`src/rtl/alert_link.sv`:
```
module alert_link #(
  parameter bit ASYNC = 1'b0
) (
  input  logic clk_i,
  input  logic rst_ni,
  input  logic alert_req_i,
  output logic tx_alert_p_o,
  output logic tx_alert_n_o,
  input  logic tx_ack_p_i,
  input  logic tx_ack_n_i,
  input  logic tx_ping_p_i,
  input  logic tx_ping_n_i,
  input  logic rx_alert_p_i,
  input  logic rx_alert_n_i,
  output logic rx_ack_p_o,
  output logic rx_ack_n_o,
  output logic rx_ping_p_o,
  output logic rx_ping_n_o,
  input  logic ping_req_i,
  output logic ping_ok_o,
  output logic triggered_o,
  output logic integ_fail_o
);
  localparam int NPAIR = 3;
  localparam logic [2*NPAIR-1:0] IDLE_LVL = {NPAIR{2'b01}};

  logic [2*NPAIR-1:0] raw, syn;
  assign raw = {tx_ack_p_i, tx_ack_n_i, tx_ping_p_i, tx_ping_n_i, rx_alert_p_i, rx_alert_n_i};

  if (ASYNC) begin : g_sync
    logic [2*NPAIR-1:0] m1, m2;
    always_ff @(posedge clk_i or negedge rst_ni)
      if (!rst_ni) begin
        m1 <= IDLE_LVL;
        m2 <= IDLE_LVL;
      end else begin
        m1 <= raw;
        m2 <= m1;
      end
    assign syn = m2;
  end else begin : g_direct
    assign syn = raw;
  end

  // pair 0: ack at sender, pair 1: ping at sender, pair 2: alert at receiver
  logic [NPAIR-1:0] sp, sn, mis, mis_q, lvl, lvl_q, flt;
  for (genvar k = 0; k < NPAIR; k++) begin : g_dec
    assign sp[k]  = syn[2*NPAIR-1-2*k];
    assign sn[k]  = syn[2*NPAIR-2-2*k];
    assign mis[k] = sp[k] == sn[k];
    assign lvl[k] = mis[k] ? lvl_q[k] : sp[k];
    assign flt[k] = mis[k] & mis_q[k];
  end

  always_ff @(posedge clk_i or negedge rst_ni)
    if (!rst_ni) begin
      lvl_q <= '0;
      mis_q <= '0;
    end else begin
      lvl_q <= lvl;
      mis_q <= mis;
    end

  // sender
  typedef enum logic [2:0] {T_IDLE, T_AHI, T_ALO, T_PHI, T_PLO, T_PS0, T_PS1, T_SIG} tst_e;
  tst_e st, st_d;
  logic ping_pq, stk_q, tog_q;
  logic t_sig, ping_ev, ping_pend, pend_a, start_a, ping_done, tx_hi, can_start;

  assign t_sig     = flt[0] | flt[1];
  assign ping_ev   = lvl[1] ^ lvl_q[1];
  assign ping_pend = ping_pq | ping_ev;
  assign pend_a    = alert_req_i | stk_q;
  assign can_start = (st == T_IDLE) || (st == T_PS1);
  assign start_a   = can_start & ~t_sig & ~ping_pend & pend_a;
  assign ping_done = (st == T_PLO) & ~lvl[0];

  always_comb begin
    st_d = st;
    if (t_sig) st_d = T_SIG;
    else case (st)
      T_IDLE, T_PS1: st_d = ping_pend ? T_PHI : (pend_a ? T_AHI : T_IDLE);
      T_AHI:   if (lvl[0])  st_d = T_ALO;
      T_ALO:   if (!lvl[0]) st_d = T_PS0;
      T_PHI:   if (lvl[0])  st_d = T_PLO;
      T_PLO:   if (!lvl[0]) st_d = T_PS0;
      T_PS0:   st_d = T_PS1;
      default: st_d = T_IDLE;
    endcase
  end

  always_ff @(posedge clk_i or negedge rst_ni)
    if (!rst_ni) begin
      st      <= T_IDLE;
      ping_pq <= 1'b0;
      stk_q   <= 1'b0;
      tog_q   <= 1'b0;
    end else begin
      st      <= st_d;
      tog_q   <= (st == T_SIG) ? ~tog_q : 1'b0;
      stk_q   <= start_a ? 1'b0 : (stk_q | alert_req_i);
      ping_pq <= t_sig ? 1'b0 : (ping_ev | (ping_pq & ~ping_done));
    end

  assign tx_hi        = (st == T_AHI) || (st == T_PHI);
  assign tx_alert_p_o = (st == T_SIG) ? tog_q : tx_hi;
  assign tx_alert_n_o = (st == T_SIG) ? tog_q : ~tx_hi;

  // receiver
  logic ack_q, ping_q, preq_q, pw_q, hsp_q, trig_q, pok_q;

  always_ff @(posedge clk_i or negedge rst_ni)
    if (!rst_ni) begin
      ack_q  <= 1'b0;
      ping_q <= 1'b0;
      preq_q <= 1'b0;
      pw_q   <= 1'b0;
      hsp_q  <= 1'b0;
      trig_q <= 1'b0;
      pok_q  <= 1'b0;
    end else begin
      trig_q <= 1'b0;
      pok_q  <= 1'b0;
      preq_q <= ping_req_i;
      if (flt[2]) begin
        ack_q <= 1'b0;
        hsp_q <= 1'b0;
      end else if (!ack_q && lvl[2]) begin
        ack_q  <= 1'b1;
        hsp_q  <= pw_q;
        trig_q <= ~pw_q;
      end else if (ack_q && !lvl[2]) begin
        ack_q <= 1'b0;
        pok_q <= hsp_q;
        if (hsp_q) pw_q <= 1'b0;
      end
      if (ping_req_i && !preq_q && !flt[2]) begin
        ping_q <= ~ping_q;
        pw_q   <= 1'b1;
      end
    end

  assign rx_ack_p_o   = ack_q;
  assign rx_ack_n_o   = ~ack_q;
  assign rx_ping_p_o  = ping_q;
  assign rx_ping_n_o  = ~ping_q;
  assign triggered_o  = trig_q;
  assign ping_ok_o    = pok_q;
  assign integ_fail_o = flt[2];

  a_r2_ack_after_alert: assert property (@(posedge clk_i) disable iff (!rst_ni)
    $rose(ack_q) |-> $past(lvl[2]));
  a_r2_alert_waits_ack: assert property (@(posedge clk_i) disable iff (!rst_ni)
    $fell(tx_hi) |-> ($past(lvl[0]) || $past(t_sig)));
  a_r8_fault_enters: assert property (@(posedge clk_i) disable iff (!rst_ni)
    t_sig |=> (st == T_SIG));
  a_r7_fault_drops_ack: assert property (@(posedge clk_i) disable iff (!rst_ni)
    flt[2] |=> !ack_q);
  a_r4_pok_pulse: assert property (@(posedge clk_i) disable iff (!rst_ni)
    pok_q |=> !pok_q);
  a_r5_ping_first: assert property (@(posedge clk_i) disable iff (!rst_ni)
    (can_start && ping_pend && !t_sig) |=> (st == T_PHI));
  a_r10_fault_exit: assert property (@(posedge clk_i) disable iff (!rst_ni)
    (st == T_SIG && !t_sig) |=> (st == T_IDLE));
endmodule

```
`config.mk`:
```
export PLATFORM = sky130hd
export DESIGN_NAME = alert_link
export DESIGN_NICKNAME = d
export VERILOG_FILES = /design/src/rtl/alert_link.sv
export SDC_FILE = /design/constraint.sdc
export NUM_CORES = 1
export LEC_CHECK = 0
export BUFFER_PORTS_ARGS = -buffer_cell sky130_fd_sc_hd__buf_2
export CAP_MARGIN = 10
export CORE_MARGIN = 1.5
export CORE_UTILIZATION = 46
export DETAILED_ROUTE_END_ITERATION = 8
export GPL_TIMING_DRIVEN = 0
export PLACE_DENSITY = 0.72
export SLEW_MARGIN = 25
export SYNTH_ARGS = -nofsm -noshare
export SYNTH_HDL_FRONTEND = slang
export SYNTH_SLANG_ARGS = --single-unit
```
`constraint.sdc`:
```
create_clock -name clk_i -period 1.42 [get_ports clk_i]
set_input_delay 0 -clock clk_i [delete_from_list [all_inputs] [get_ports clk_i]]
set_output_delay 0 -clock clk_i [all_outputs]
set_load 0.01 [all_outputs]
```
; ---- After elaboration in Yosys (flattened, before gate mapping)
; Cells that the tools add are included.
; Widths: inputs -> output; s select.
[totals]
ff_bits = 19
latch_bits = 0
mem_bits_rw = 0
mem_bits_ro = 0
input_bits = 10
output_inout_bits = 9
word_cells = 99
n_memories = 0
[classes]
addsub = 0
n_mul = 0
n_div = 0
order_cmp = 0
n_eq_ne = 15
shifts = 0
n_mux = 30
bitwise = 22
reduce_logical = 19
[ops]
columns = cell, count
row1 = $mux 1, 24
row2 = $pmux 3 s5, 1
row3 = $eq 3x3->1 const B, 4
row4 = $mux 3, 4
row5 = $not 1->1, 9
row6 = $and 1x1->1, 8
row7 = $eq 3x2->1 const B, 2
row8 = $ne 3x3->1 const B, 2
row9 = $reduce_bool 2->1, 3
row10 = $logic_and 1x1->1, 4
row11 = $logic_not 1->1, 4
row12 = $ne 2x1->1 const B, 2
row13 = $or 1x1->1, 4
row14 = $reduce_and 4->1, 1
row15 = $reduce_or 2->1, 2
row16 = $eq 1x1->1, 3
row17 = $eq 3x1->1 const B, 1
row18 = $logic_not 3->1, 1
row19 = $ne 3x2->1 const B, 1
row20 = $reduce_and 3->1, 1
row21 = $reduce_bool 3->1, 1
row22 = $logic_or 1x1->1, 2
row23 = $mux 2, 1
row24 = $xor 1x1->1, 1

; ---- Depth between registers and ports, before layout
[logic_depth]
word_depth = 8
depth_mapped = 5
depth_no_buf = 4

; ---- Least setup slack after synthesis
; No wires, ideal clock.
[synth_timing]
kind = reg2reg
start = register st[1]
end = register st[0]
setup_ns = 0.131
t_arrival_ns = 1.256
t_required_ns = 1.289
setup_slack_ns = 0.033
stages_incl_launch_ff = 6
path_buffers = 1
period_less_slack_ns = 1.387
cell_sequence = dfrtp_1 > buf_2 > xor2_1 > nor4_1 > a221oi_1 > or3_1
[synth_between]
elab_chain_len = 4
elab_cells_between_ends = 15
classes_between = 9 x eq/ne / 2 x mux / 4 x reduce/logical
[synth_rtl]
columns = element, line_no
row1 = "start, declared", 66  ; tst_e st, st_d;
row2 = "start signal, assigned", 99  ; st <= st_d;
row3 = $eq 3x3->1 (tied with other cells), 81  ; else case (st)
row4 = $reduce_or 2->1 (on tied branches), n/a
row5 = $pmux 3 s5 or $ne 3x2->1 (tied branches), n/a
row6 = $mux 3 or $reduce_and 3->1 (tied branches), n/a
; Several ways; a longest one is shown, not always the timed one.
; A chain may end at the register's enable or synchronous reset.

; ---- Worst setup path after layout
[layout_timing]
start = register st[2]
end = register st[1]
; The elaborated chain is that of the path after synthesis.

==> results.sh <==
export IMPL_setup_slack_ns=0.00198
export IMPL_grt_antenna_before_repair=0
export IMPL_postSynthRegisterBits=19
export IMPL_post_synth_and_or_nand_nor_area_fraction=0.185
export IMPL_initial_utilization=0.505
export IMPL_total_leakage_power_nw=0.537
export IMPL_yosys_area_share_adder=0.0111
export IMPL_synth_async_reset_ratio=1.00
export IMPL_grt_first_pass_wirelength_mm=2.70
export IMPL_synth_compound_gate_area_share=0.160
export IMPL_worstSetupPathType="reg -> reg"
export IMPL_worst_clock_skew_ns=0.00247
export IMPL_rr_endpoint="st[1]"
export IMPL_hold_path_end="lvl_q[1]"
export IMPL_finalHoldViolations=0
export IMPL_final_wirelength_mm=1.61
export IMPL_timing_rr_start="st[2]"
export IMPL_cts_buffers_inserted=3
export IMPL_post_route_cells_drive_above_1_share=0.308
export IMPL_met3WireLength_um=60
export IMPL_final_antenna_net_count=0
export IMPL_fmax_mhz=705
export IMPL_irDropWorstVdd_uv=1010
export IMPL_diodes=0
export IMPL_synth_xor_area_share=0.0682
export IMPL_cp_cell_sequence="buf_6 > a211oi_4 > buf_4 > a311oi_1 > a2111o_1"
export IMPL_syn_num_nets=95
export IMPL_maxCapViolCount=0
export IMPL_detail_route_wl_per_cell_um=11.1
export IMPL_fin_util=0.675
export IMPL_timing_critical_path_from_type="register"
export IMPL_cell_chosen_for_the_clock_root="sky130_fd_sc_hd__clkbuf_4"
export IMPL_drt_iter0_drc=14
export IMPL_cp_data_required_time_ns=1.60
export IMPL_h_tree_depth=1
export IMPL_core_area_um2=1780
export IMPL_hold_path_cell_count=2
export IMPL_grt_overflow_total=0
export IMPL_grt_total_usage=0.172
export IMPL_critical_path_top_delay_family="compound AO/OA/AOI/OAI gates"
export IMPL_worstSkewPairLatency_ns=0.29
export IMPL_met2_wire_length_um=748
export IMPL_drv_slew=0
export IMPL_tritoncts="yes"
export IMPL_combinational_family_with_the_most_area_after_synthesis="simple AND/OR/NAND/NOR gates"
export IMPL_pwr_density_cell_nw_per_um2=1520
export IMPL_place_port_buffers=18
export IMPL_final_net_count=131
export IMPL_cts_clk_slew_worst_paths_ns=0.10
export IMPL_post_synth_num_cell_types=34
export IMPL_status="finished clean"
export IMPL_place_area_um2=1020
export IMPL_route_top_layer_used="met4"
export IMPL_yosys_warnings=0
export IMPL_routabilityCongestion=0.706
export IMPL_critPathMaxStageDelay_ns=0.45
export IMPL_critical_path_slowest_cell="sky130_fd_sc_hd__dfrtp_2"
export IMPL_biggestRegsByFlops="lvl_q: 3 flops, mis_q: 3 flops, st: 3 flops"
export IMPL_ff2ff_setup_slack_ns=0.002
export IMPL_first_pass_iters=4
export IMPL_post_synthesis_instance_total=85
export IMPL_totalNegativeSetupSlack_ns=0
export IMPL_maximum_number_of_pins_on_one_net_before_global_route_repair=20
export IMPL_first_global_vias=621
export IMPL_numClockSinks=19
export IMPL_dieArea_um2=2230
export IMPL_worst_r2r_path_depth=5
export IMPL_critical_path_peak_fanout=5
export IMPL_synth_largest_area_cell="sky130_fd_sc_hd__dfrtp_1"
export IMPL_hold_path_class="in -> reg"
export IMPL_arrival_time_at_the_worst_endpoint_ns=1.60
export IMPL_synth_area_per_cell_um2=10.6
export IMPL_die_w_um=47.2
export IMPL_io_pins=19
export IMPL_die_h_um=47.2
export IMPL_cp_startpoint="st[2]"
export IMPL_total_power_mw=1.83
export IMPL_synth_edf_count=0
export IMPL_worstPathBufferInverterCount=2
export IMPL_syn_to_final_growth_pct=33.8
export IMPL_yosysSeqAreaShare=0.529
export IMPL_proportion_of_synthesized_area_in_mux_cells=0.0111
export IMPL_grt_setup_unrepaired="true"
export IMPL_final_cell_area_um2=1200
export IMPL_layout_worst_path_cycle_share=0.999
export IMPL_layout_min_cycle_time_ns=1.42
export IMPL_netlist_top_cells_area="sky130_fd_sc_hd__dfrtp_1 (53%), sky130_fd_sc_hd__xnor2_1 (4.9%), sky130_fd_sc_hd__nor2_1 (3.8%)"
export IMPL_via_per_inst=4.97
export IMPL_total_half_perimeter_wirelength_after_legalization_and_detailed_placement_mm=1.07
export IMPL_drc=0
export IMPL_tightest_slew_ns=0.404
export IMPL_origin_of_the_worst_min_delay_path="tx_ping_p_i"
export IMPL_report_final_setup_viol=0
export IMPL_mappedNetlistArea_um2=900
export IMPL_crit_path_end_kind="register"
export IMPL_ys_flop_type="sky130_fd_sc_hd__dfrtp_1"
export IMPL_pre_cts_ws_ns=-0.0613
export IMPL_route_layer_met1_wl_um=779
export IMPL_core_rowCount=15
export IMPL_timing_slew_headroom=0.724
export IMPL_synth_top_area_frac=0.529
export IMPL_clock_path_buffers=2
export IMPL_via_count=721
cell type report:
cell class | count | area, um2
flip-flops and latches | 19 | 478
fillers | 153 | 579
inverters | 5 | 18.8
clock buffers | 4 | 26.3
multi-input cells | 58 | 413
well taps | 25 | 31.3
repair buffers | 34 | 236
what timing repair did:
item / in CTS / in global routing
hold buffers: 9 / 0
endpoints found under the hold margin: 25 / 0
buffers inserted: 4 / 3
gates resized for setup: 3 / 3
endpoints found under the setup margin: 2 / 3
pin swaps: 3 / 5
metal layers:
| layer | vias to the layer above | global-route usage |
|---|---|---|
| met5 | - | 0 |
| met4 | 0 | 0.0500 |
| met2 | 15 | 0.251 |
| li1 | 363 | - |
| met3 | 4 | 0.0577 |
| met1 | 339 | 0.243 |
worst max-delay path by stage:
stage,endpoint,slack (ns),depth (start not counted)
2_1_floorplan,st[0],0.03,5
3_3_place_gp,st[0],-0.04,5
5_1_grt,st[1],-0.06,5
3_5_place_dp,st[0],-0.06,5
4_1_cts,st[0],-0.005,4
6_report,st[1],0.002,5
cells in the mapped netlist (all sizes together), types with 3 or more instances:
library cell,number
inv,5
dfrtp,19
o21ai,4
nand2,5
nor2,9
nand2b,3
a21oi,4
nor2b,4
xnor2,5
through the flow:
| stage | hold WS [ns] | std cells |
|---|---|---|
| 2_1_floorplan | -0.296 | 85 |
| 3_3_place_gp | -0.0437 | 128 |
| 3_5_place_dp | -0.0447 | 128 |
| 4_1_cts | 0.0157 | 143 |
| 5_1_grt | 0.0275 | 145 |
| 6_report | 0.0155 | 145 |
cells by family after synthesis:
group | Yosys count
AO/OA/AOI/OAI | 19
XOR/XNOR | 7
adder cells (fa/ha/maj) | 1
buffers and inverters | 8
flip-flops | 19
multiplexers | 1
AND/OR/NAND/NOR | 30
where the power goes:
group / switching [mW] / total [mW] / internal (mW)
logic: 0.361 / 0.762 / 0.401
clock network: 0.153 / 0.263 / 0.109
registers: 0.131 / 0.806 / 0.675
placed cells by master (no fill, tap or decap), types with 2 or more instances in the layout:
cell / Yosys / routed
sky130_fd_sc_hd__nand2_1: 5 / 5
sky130_fd_sc_hd__dlygate4sd3_1: 0 / 9
sky130_fd_sc_hd__a21oi_1: 3 / 3
sky130_fd_sc_hd__nor2b_1: 3 / 3
sky130_fd_sc_hd__buf_4: 0 / 6
sky130_fd_sc_hd__dfrtp_2: 0 / 2
sky130_fd_sc_hd__xnor2_1: 5 / 5
sky130_fd_sc_hd__inv_1: 5 / 5
sky130_fd_sc_hd__buf_2: 2 / 18
sky130_fd_sc_hd__clkbuf_4: 0 / 3
sky130_fd_sc_hd__o21ai_0: 4 / 4
sky130_fd_sc_hd__dfrtp_1: 19 / 17
sky130_fd_sc_hd__nor3_1: 2 / 2
sky130_fd_sc_hd__nor2_1: 9 / 9
sky130_fd_sc_hd__nand2b_1: 3 / 3
sky130_fd_sc_hd__a21boi_0: 2 / 2
Power figures use the tool's default switching activity.
